<file path="src/rtl/ftb_pkg.sv">
// Package: shared widths and the reload scaling function for the timebase.
// Assumes divider codes map to divide-by-2^code.
package ftb_pkg;

    localparam int RLD_W = 16;
    localparam int DIV_W = 3;

    // Scale a divide-by-1 reload value to a divider code, flooring at zero.
    function automatic logic [RLD_W-1:0] scale_reload(
        input logic [RLD_W-1:0] rld,
        input logic [DIV_W-1:0] code,
        input logic             no_scale
    );
        logic [RLD_W:0] span;
        span = ({1'b0, rld} + 1'b1) >> code;
        if (no_scale)
            return rld;
        else if (span == '0)
            return '0;
        else
            return span[RLD_W-1:0] - 1'b1;
    endfunction

endpackage

</file>
<file path="src/rtl/ftb_reload_reg.sv">
// Module: software reload register.
// Accepts writes only while the divider code is zero; writes made at any
// other setting are dropped. Assumes a synchronous active-low reset.
module ftb_reload_reg #(
    parameter int RLD_W   = 16,
    parameter int DIV_W   = 3,
    parameter int RST_VAL = 199
) (
    input  logic             clk,
    input  logic             rst_n,
    input  logic             we,
    input  logic [RLD_W-1:0] wdata,
    input  logic [DIV_W-1:0] div_code,
    output logic [RLD_W-1:0] rld_q
);

    logic wr_ok;
    assign wr_ok = we && (div_code == '0);

    // Store the reload value on a permitted write.
    always_ff @(posedge clk) begin
        if (!rst_n)
            rld_q <= RLD_W'(RST_VAL);
        else if (wr_ok)
            rld_q <= wdata;
    end

    // a write at divide-by-1 lands on the next edge
    p_write_taken_r2: assert property (@(posedge clk) disable iff (!rst_n)
        (we && div_code == '0) |=> (rld_q == $past(wdata)));

    // a write at any other divider code leaves the value untouched
    p_write_gated_r3: assert property (@(posedge clk) disable iff (!rst_n)
        (div_code != '0) |=> $stable(rld_q));

endmodule

</file>
<file path="src/rtl/ftb_scaler.sv">
// Module: working-copy scaler.
// Derives the divider-adjusted count from the reload value and flags a reload
// whenever the divider code or sub-clock select changes. Assumes code n means
// divide by 2^n.
module ftb_scaler
    import ftb_pkg::*;
#(
    parameter int RLD_W_P = RLD_W,
    parameter int DIV_W_P = DIV_W
) (
    input  logic               clk,
    input  logic               rst_n,
    input  logic [RLD_W_P-1:0] rld_q,
    input  logic [DIV_W_P-1:0] div_code,
    input  logic               subclk_sel,
    output logic [RLD_W_P-1:0] work_val,
    output logic               load_req
);

    logic [DIV_W_P-1:0] div_prev;
    logic               sub_prev;

    // Compute the working copy for the current clock setting.
    always_comb begin
        work_val = RLD_W_P'(scale_reload(RLD_W'(rld_q), DIV_W'(div_code), subclk_sel));
    end

    // Remember the last clock setting to spot changes.
    always_ff @(posedge clk) begin
        if (!rst_n) begin
            div_prev <= '0;
            sub_prev <= 1'b0;
        end else begin
            div_prev <= div_code;
            sub_prev <= subclk_sel;
        end
    end

    assign load_req = (div_code != div_prev) || (subclk_sel != sub_prev);

endmodule

</file>
<file path="src/rtl/ftb_down_counter.sv">
// Module: down-counter with tick.
// Loads the working copy on a clock-setting change or on reaching zero, and
// signals tick while at zero. Assumes the working copy is stable between loads.
module ftb_down_counter #(
    parameter int RLD_W   = 16,
    parameter int RST_VAL = 199
) (
    input  logic             clk,
    input  logic             rst_n,
    input  logic [RLD_W-1:0] work_val,
    input  logic             load_req,
    output logic             tick
);

    logic [RLD_W-1:0] cnt_q;

    // Count down, reloading on change or expiry.
    always_ff @(posedge clk) begin
        if (!rst_n)
            cnt_q <= RLD_W'(RST_VAL);
        else if (load_req || cnt_q == '0)
            cnt_q <= work_val;
        else
            cnt_q <= cnt_q - 1'b1;
    end

    assign tick = (cnt_q == '0);

    // a clock-setting change loads the new working copy at once
    p_reload_on_change_r7: assert property (@(posedge clk) disable iff (!rst_n)
        load_req |=> (cnt_q == $past(work_val)));

    // without a reload the count steps down by one
    p_step_down_r4: assert property (@(posedge clk) disable iff (!rst_n)
        (!load_req && cnt_q != '0) |=> (cnt_q == $past(cnt_q) - 1'b1));

    // a tick lasts one cycle when the working copy is non-zero
    p_one_cycle_r9: assert property (@(posedge clk) disable iff (!rst_n)
        (tick && work_val != '0) |=> !tick);

endmodule

</file>
<file path="src/rtl/flash_timebase.sv">
// Module: top of the divider-compensated 5 us timebase.
// Ties the reload register, scaler and counter together and raises the write
// inhibit while the sub-clock runs the system. Assumes synchronous inputs.
module flash_timebase
    import ftb_pkg::*;
#(
    parameter int RST_VAL = 199
) (
    input  logic             clk,
    input  logic             rst_n,
    input  logic             rld_we,
    input  logic [RLD_W-1:0] rld_wdata,
    input  logic [DIV_W-1:0] div_code,
    input  logic             subclk_sel,
    output logic             tick,
    output logic [RLD_W-1:0] rld_rdata,
    output logic             wr_inhibit
);

    logic [RLD_W-1:0] rld_q;
    logic [RLD_W-1:0] work_val;
    logic             load_req;

    ftb_reload_reg #(.RLD_W(RLD_W), .DIV_W(DIV_W), .RST_VAL(RST_VAL)) u_reg (
        .clk(clk), .rst_n(rst_n), .we(rld_we), .wdata(rld_wdata),
        .div_code(div_code), .rld_q(rld_q)
    );

    ftb_scaler #(.RLD_W_P(RLD_W), .DIV_W_P(DIV_W)) u_scale (
        .clk(clk), .rst_n(rst_n), .rld_q(rld_q), .div_code(div_code),
        .subclk_sel(subclk_sel), .work_val(work_val), .load_req(load_req)
    );

    ftb_down_counter #(.RLD_W(RLD_W), .RST_VAL(RST_VAL)) u_cnt (
        .clk(clk), .rst_n(rst_n), .work_val(work_val), .load_req(load_req),
        .tick(tick)
    );

    assign rld_rdata  = rld_q;
    assign wr_inhibit = subclk_sel;

    // with the sub-clock selected the working copy ignores the divider
    p_no_scale_r8: assert property (@(posedge clk) disable iff (!rst_n)
        subclk_sel |-> (work_val == rld_q));

endmodule

</file>
<file path="config.mk">
export PLATFORM = sky130hd
export DESIGN_NAME = flash_timebase
export DESIGN_NICKNAME = d
export VERILOG_FILES = /design/src/rtl/ftb_pkg.sv /design/src/rtl/ftb_reload_reg.sv /design/src/rtl/ftb_scaler.sv /design/src/rtl/ftb_down_counter.sv /design/src/rtl/flash_timebase.sv
export SDC_FILE = /design/constraint.sdc
export NUM_CORES = 1
export LEC_CHECK = 0
export ABC_CLOCK_PERIOD_IN_PS = 5310
export CAP_MARGIN = 20
export CORE_UTILIZATION = 58
export DETAILED_ROUTE_END_ITERATION = 12
export HOLD_SLACK_MARGIN = 0.03
export PLACE_DENSITY = 0.85
export RECOVER_POWER = 100
export SLEW_MARGIN = 40
export SYNTH_ARGS = -nofsm -noshare
export SYNTH_HDL_FRONTEND = slang
export SYNTH_SLANG_ARGS = --single-unit
</file>
<file path="constraint.sdc">
create_clock -name clk -period 5.31 [get_ports clk]
set_input_delay 1.593 -clock clk [delete_from_list [all_inputs] [get_ports clk]]
set_output_delay 1.593 -clock clk [all_outputs]
set_load 0.01 [all_outputs]
</file>
==> results.sh, run 1 <==
export IMPL_outcome="completed"
export IMPL_fin_worst_skew_ps=5.11
export IMPL_min_to="u_cnt.cnt_q[3]"
export IMPL_clock_sinks=36
export IMPL_syn_inst=483
export IMPL_start_util_pct=60.3
export IMPL_critPathLaunchType="input port"
export IMPL_slew_violations=0
export IMPL_final_area_mm2=0.00405
export IMPL_post_cts_repair_setup_buffers=0
export IMPL_cts_root_buffer="clkbuf_8"
export IMPL_ctsResizeCount=0
export IMPL_num_io_pins=41
export IMPL_dieArea_mm2=0.00651
export IMPL_tritoncts="yes"
export IMPL_cts_max_path_buffers=2
export IMPL_slew_headroom_pct=38.8
export IMPL_rsz0062_at_grt="false"
export IMPL_crit_arrival_ps=5080
export IMPL_grt_max_degree=33
export IMPL_min_from="u_cnt.cnt_q[3]"
export IMPL_synth_cell_types=71
export IMPL_max_freq_ghz=0.202
export IMPL_num_antenna_cells=0
export IMPL_max_vdd_ir_drop_mv=0.146
export IMPL_synthArstFlopShare_pct=0
export IMPL_num_rows=28
export IMPL_clkLatencyLatePin_ps=290
export IMPL_placedInstanceArea_mm2=0.00398
export IMPL_cp_max_fo=32
export IMPL_wl_per_cell_um=17.8
export IMPL_setup_ws_ps=370
export IMPL_drt_initial_drc_count=366
export IMPL_yosysSeqAreaShare_pct=20.1
export IMPL_yosys_warnings=0
export IMPL_period_share_pct=93.0
export IMPL_hold_slack_ps=614
export IMPL_drtAntennaViolNets=0
export IMPL_ff2ff_path_depth=10
export IMPL_timing_rr_end="u_cnt.cnt_q[1]"
export IMPL_finalCriticalPeriod_ps=4940
export IMPL_grt_pass1_wl_mm=16.6
export IMPL_floorplan_die_width_um=80.7
export IMPL_syn_area_per_cell_um2=7.43
export IMPL_cts_hold_buf=0
export IMPL_first_global_vias=3413
export IMPL_grt_usage_pct=32.9
export IMPL_grt_use_met2_pct=53.8
export IMPL_worstReg2RegStart="u_reg.rld_q[1]"
export IMPL_drcViolationCount=0
export IMPL_grt_use_met3_pct=5.00
export IMPL_vias=3850
export IMPL_h_tree_depth=2
export IMPL_synth_edff_count=0
export IMPL_finalHoldViolCount=0
export IMPL_cp_end_kind="register"
export IMPL_min_delay_path_class="register to register"
export IMPL_fillers=540
export IMPL_drt_vias_per_instance=6.72
export IMPL_numCtsBuffers=5
export IMPL_synth_seq_cells=36
export IMPL_setup_violations=0
export IMPL_dp_slack_ps=177
export IMPL_synth_ff_type="dfxtp_1"
export IMPL_clkTransAtPathRegs_ps=70
export IMPL_fin_cells=573
export IMPL_utilization_pct=68.1
export IMPL_wl_mm=10.2
export IMPL_drive_above_1_share_pct=7.63
export IMPL_areaGrowthSynthToFinish_pct=13.0
export IMPL_finalSetupTns_ps=0
export IMPL_gr_usage_met1_pct=42.9
export IMPL_first_pass_iters=5
export IMPL_criticalPathCategory="input port to register"
export IMPL_worstMarginPinSlew_ps=917
export IMPL_holdPathStages=2
export IMPL_hpwlAfterDp_mm=7.52
export IMPL_syn_nets=510
export IMPL_worstPathRequired_ps=5450
export IMPL_grt_antenna_before_repair=0
export IMPL_coreArea_mm2=0.00596
export IMPL_layout_commonest_cell="nand2_1"
export IMPL_p_leak_nw=1.43
export IMPL_port_buffer_count=40
export IMPL_finalPower_mw=0.711
export IMPL_netlist_area_mm2=0.00359
export IMPL_grt_ovfl_total=0
export IMPL_maxCapViolations=0
export IMPL_final_cell_mix="nand2_1, a21oi_1, dfxtp_1, nor2_1, dlygate4sd3_1"
export IMPL_worst_r2r_setup_slack_ps=1030
export IMPL_placed_cells=565
export IMPL_die_h_um=80.7
export IMPL_grt_busiest_layer="met2"
export IMPL_fin_nets=524
export IMPL_power_density_mw_per_mm2=175
export IMPL_gp_congestion=0.942
==> report_power, final <==
group | internal [mW] | switching [mW]
Clock | 0.106 | 0.100
Sequential | 0.284 | 0.0202
Combinational | 0.0872 | 0.114
Total | 0.477 | 0.234
==> worst max-delay path: stages <==
cell           delay [ps]
dlygate4sd3_1         740
buf_12                230
nand3_1                90
a211o_1               320
o311ai_1              160
o21ai_0               140
a211oi_1              480
ha_1                  280
and3_1                240
a41oi_4               270
a221oi_1              380
o21ai_0               140
==> area by class of cell <==
cell class	count	area [um^2]	area share [%]
repair buffers	52	499	12.3
clock buffers	8	90.1	2.22
multi-input cells	391	2610	64.4
inverters	11	41.3	1.02
well taps	75	93.8	2.31
flip-flops and latches	36	721	17.8
==> registers in the layout (all words and copies together), names as in the netlist <==
signal	count
u_scale.div_prev	3
u_cnt.cnt_q	16
u_scale.sub_prev	1
u_reg.rld_q	16
==> cells by family after synthesis <==
| group | share of synthesized area, % |
|---|---|
| AOI/OAI and AO/OA | 29.5 |
| xor gates and xnor gates | 7.08 |
| adders and majority gates | 1.39 |
| buffers and inverters | 6.94 |
| DFF | 20.1 |
| muxes | 4.78 |
| and+or+nand+nor | 30.2 |
==> how the worst max path moves through the flow <==
stage	startpoint	endpoint	slack, ps	depth (start not counted)
3_3_place_gp	div_code[0]	u_cnt.cnt_q[1]	430	12
6_report	div_code[0]	u_cnt.cnt_q[1]	370	12
4_1_cts	div_code[0]	u_cnt.cnt_q[1]	470	12
5_1_grt	div_code[0]	u_cnt.cnt_q[1]	180	12
2_1_floorplan	div_code[0]	u_cnt.cnt_q[14]	1090	13
3_5_place_dp	div_code[0]	u_cnt.cnt_q[1]	180	12
==> Yosys cell counts, types with 5 or more instances <==
cell       number  area, um^2
nand2_1        66         248
a21oi_1        39         195
dfxtp_1        36         721
clkbuf_1       27         101
nor2_1         26        97.6
xnor2_1        17         149
mux2i_1        16         160
nand3_1        16        80.1
o21ai_0        15        75.1
nor3_1         13        65.1
xor2_1         12         105
a211oi_1       11        82.6
nand4_1        10        62.6
and3_1          9        56.3
buf_2           9        45.0
inv_1           9        33.8
nand2b_1        9        56.3
nor2b_1         8        50.1
a221oi_1        7        61.3
and4_1          7        61.3
and2_1          6        37.5
o22ai_1         6        37.5
a2111oi_0       5        43.8
a221oi_2        5        75.1
nor4_1          5        31.3
o21ai_1         5        25.0
==> metal layers <==
metal	part of all wire [%]	up-vias
met5	0	-
li1	-	1842
met2	47	162
met3	5.9	24
met1	45	1822
met4	2.3	0
Note: power is estimated with default switching activity, not from simulation.
==> run 2: changes to the inputs <==
- CORE_ASPECT_RATIO: unset -> 1.4
- CORE_MARGIN: unset -> 4
- CTS_CLUSTER_SIZE: unset -> 8
==> run 2 against run 1 <==
Design area is 0.43% higher. Fmax is 3.5% higher. Setup slack better by 170 ps. Clock skew is 3.5 ps higher. Clock power is 19% higher. Via count is 1.7% lower. Critical path type unchanged. Largest power group unchanged.
==> results.sh, run 2 (synthesis gave the netlist of run 1 again) <==
export IMPL_die_h_um=101
export IMPL_start_util_pct=60.4
export IMPL_num_antenna_cells=0
export IMPL_numCtsBuffers=5
export IMPL_tritoncts="yes"
export IMPL_cts_hold_buf=0
export IMPL_wl_met1_mm=3.84
export IMPL_coreArea_mm2=0.00595
export IMPL_hpwlAfterDp_mm=7.28
export IMPL_routed_top_layer="met4"
export IMPL_timing_rr_end="u_cnt.cnt_q[1]"
export IMPL_min_from="u_reg.rld_q[9]"
export IMPL_grt_usage_pct=27.2
export IMPL_min_delay_path_class="register to register"
export IMPL_wl_mm=9.76
export IMPL_setup_violations=0
export IMPL_rsz0062_at_grt="false"
export IMPL_cp_max_fo=39
export IMPL_first_pass_iters=5
export IMPL_slew_headroom_pct=43.7
export IMPL_maxCapViolations=0
export IMPL_first_global_vias=3543
export IMPL_h_tree_depth=2
export IMPL_holdPathStages=2
export IMPL_p_leak_nw=1.45
export IMPL_floorplan_die_width_um=74.5
export IMPL_final_cell_mix="nand2_1, a21oi_1, dfxtp_1, nor2_1"
export IMPL_cts_root_buffer="clkbuf_8"
export IMPL_num_rows=33
export IMPL_crit_arrival_ps=4920
export IMPL_critPathLaunchType="input port"
export IMPL_outcome="completed"
export IMPL_worstMarginPinSlew_ps=843
export IMPL_max_vdd_ir_drop_mv=0.209
export IMPL_final_area_mm2=0.00407
export IMPL_wl_met3_um=648
export IMPL_worstReg2RegStart="u_reg.rld_q[0]"
export IMPL_areaGrowthSynthToFinish_pct=13.5
export IMPL_finalPower_mw=0.749
export IMPL_switchingPower_mw=0.238
export IMPL_period_share_pct=89.9
export IMPL_slew_violations=0
export IMPL_finalHoldViolCount=0
export IMPL_cts_max_path_buffers=2
export IMPL_cp_end_kind="register"
export IMPL_pwr_share_comb_pct=26.7
export IMPL_ff2ff_path_depth=10
export IMPL_drtAntennaViolNets=0
export IMPL_finalCriticalPeriod_ps=4770
export IMPL_worstPathRequired_ps=5460
export IMPL_clkTransAtPathRegs_ps=80
export IMPL_layout_commonest_cell="nand2_1"
export IMPL_fillers=508
export IMPL_fin_worst_skew_ps=8.64
export IMPL_min_to="u_reg.rld_q[9]"
export IMPL_port_buffer_count=40
export IMPL_hold_slack_ps=598
export IMPL_top_regs="u_cnt.cnt_q x16, u_reg.rld_q x16, u_scale.div_prev x3"
export IMPL_clkLatencyLatePin_ps=300
export IMPL_power_density_mw_per_mm2=184
export IMPL_worst_r2r_setup_slack_ps=1120
export IMPL_wl_per_cell_um=17.2
export IMPL_clkPwrFrac_pct=32.9
export IMPL_post_cts_repair_setup_buffers=0
export IMPL_grt_antenna_before_repair=0
export IMPL_ctsResizeCount=0
export IMPL_criticalPathCategory="input port to register"
export IMPL_swShare_pct=31.7
export IMPL_grt_ovfl_total=0
export IMPL_grt_max_degree=40
export IMPL_finalSetupTns_ps=0
export IMPL_dieArea_mm2=0.00753
export IMPL_drive_above_1_share_pct=8.23
export IMPL_grt_pass1_wl_mm=16.5
export IMPL_placedInstanceArea_mm2=0.00397
export IMPL_gp_congestion=0.948
export IMPL_clock_sinks=36
export IMPL_drt_initial_drc_count=239
export IMPL_num_io_pins=41
export IMPL_pwr_share_seq_pct=40.4
export IMPL_drt_vias_per_instance=6.66
export IMPL_p_int_mw=0.512
export IMPL_drcViolationCount=0
export IMPL_wl_met2_mm=4.96
export IMPL_max_freq_ghz=0.209
export IMPL_fin_nets=524
export IMPL_vias=3785
[run 2: final cells by class]
type / instances / area, um^2 / area share, %
Clock buffer: 5 / 68.8 / 1.69
Clock inverter: 3 / 42.5 / 1.04
Inverter: 11 / 41.3 / 1.01
Multi-Input combinational cell: 391 / 2610 / 64.0
Sequential cell: 36 / 721 / 17.7
Tap cell: 70 / 87.6 / 2.15
Timing Repair Buffer: 52 / 503 / 12.4
[run 2: metrics by stage]
stage,setup WS [ps],instances,util (%)
after global placement,416,560,66.8
after floorplan,1090,483,-
after global routing,186,568,68.5
final,536,568,68.5
after detailed placement,258,560,66.8
after CTS,576,568,68.7
[run 2: worst max path at each step]
stage | startpoint | to | slack, ps | cells past startpoint
after floorplan | div_code[0] | u_cnt.cnt_q[14] | 1090 | 13
final | div_code[0] | u_cnt.cnt_q[1] | 540 | 12
after global routing | div_code[1] | u_cnt.cnt_q[1] | 190 | 10
after global placement | div_code[0] | u_cnt.cnt_q[0] | 420 | 12
after CTS | div_code[0] | u_cnt.cnt_q[1] | 580 | 12
after detailed placement | div_code[0] | u_cnt.cnt_q[1] | 260 | 12
[run 2: critical path, stage by stage]
cell	delay [ps]
clkdlybuf4s50_1	500
buf_12	190
nand4b_1	160
a21oi_1	80
a211oi_1	530
a211oi_1	160
a21oi_1	200
ha_1	240
and3_1	410
a41oi_4	300
a221oi_1	380
o21ai_0	150
[run 2: per-layer routing]
layer,vias to the layer above,GRT usage [%]
met5,-,0
met4,0,11.4
met3,24,3.99
met2,159,46.6
met1,1756,33.2
li1,1846,-
[run 2: power groups by stage]
stage          clock network, mW  registers (mW)  logic (mW)
2_1_floorplan                  0           0.302       0.146
3_3_place_gp                   0           0.309       0.196
3_5_place_dp                   0           0.309       0.200
4_1_cts                    0.249           0.303       0.201
5_1_grt                    0.257           0.305       0.221
6_report                   0.246           0.303       0.200
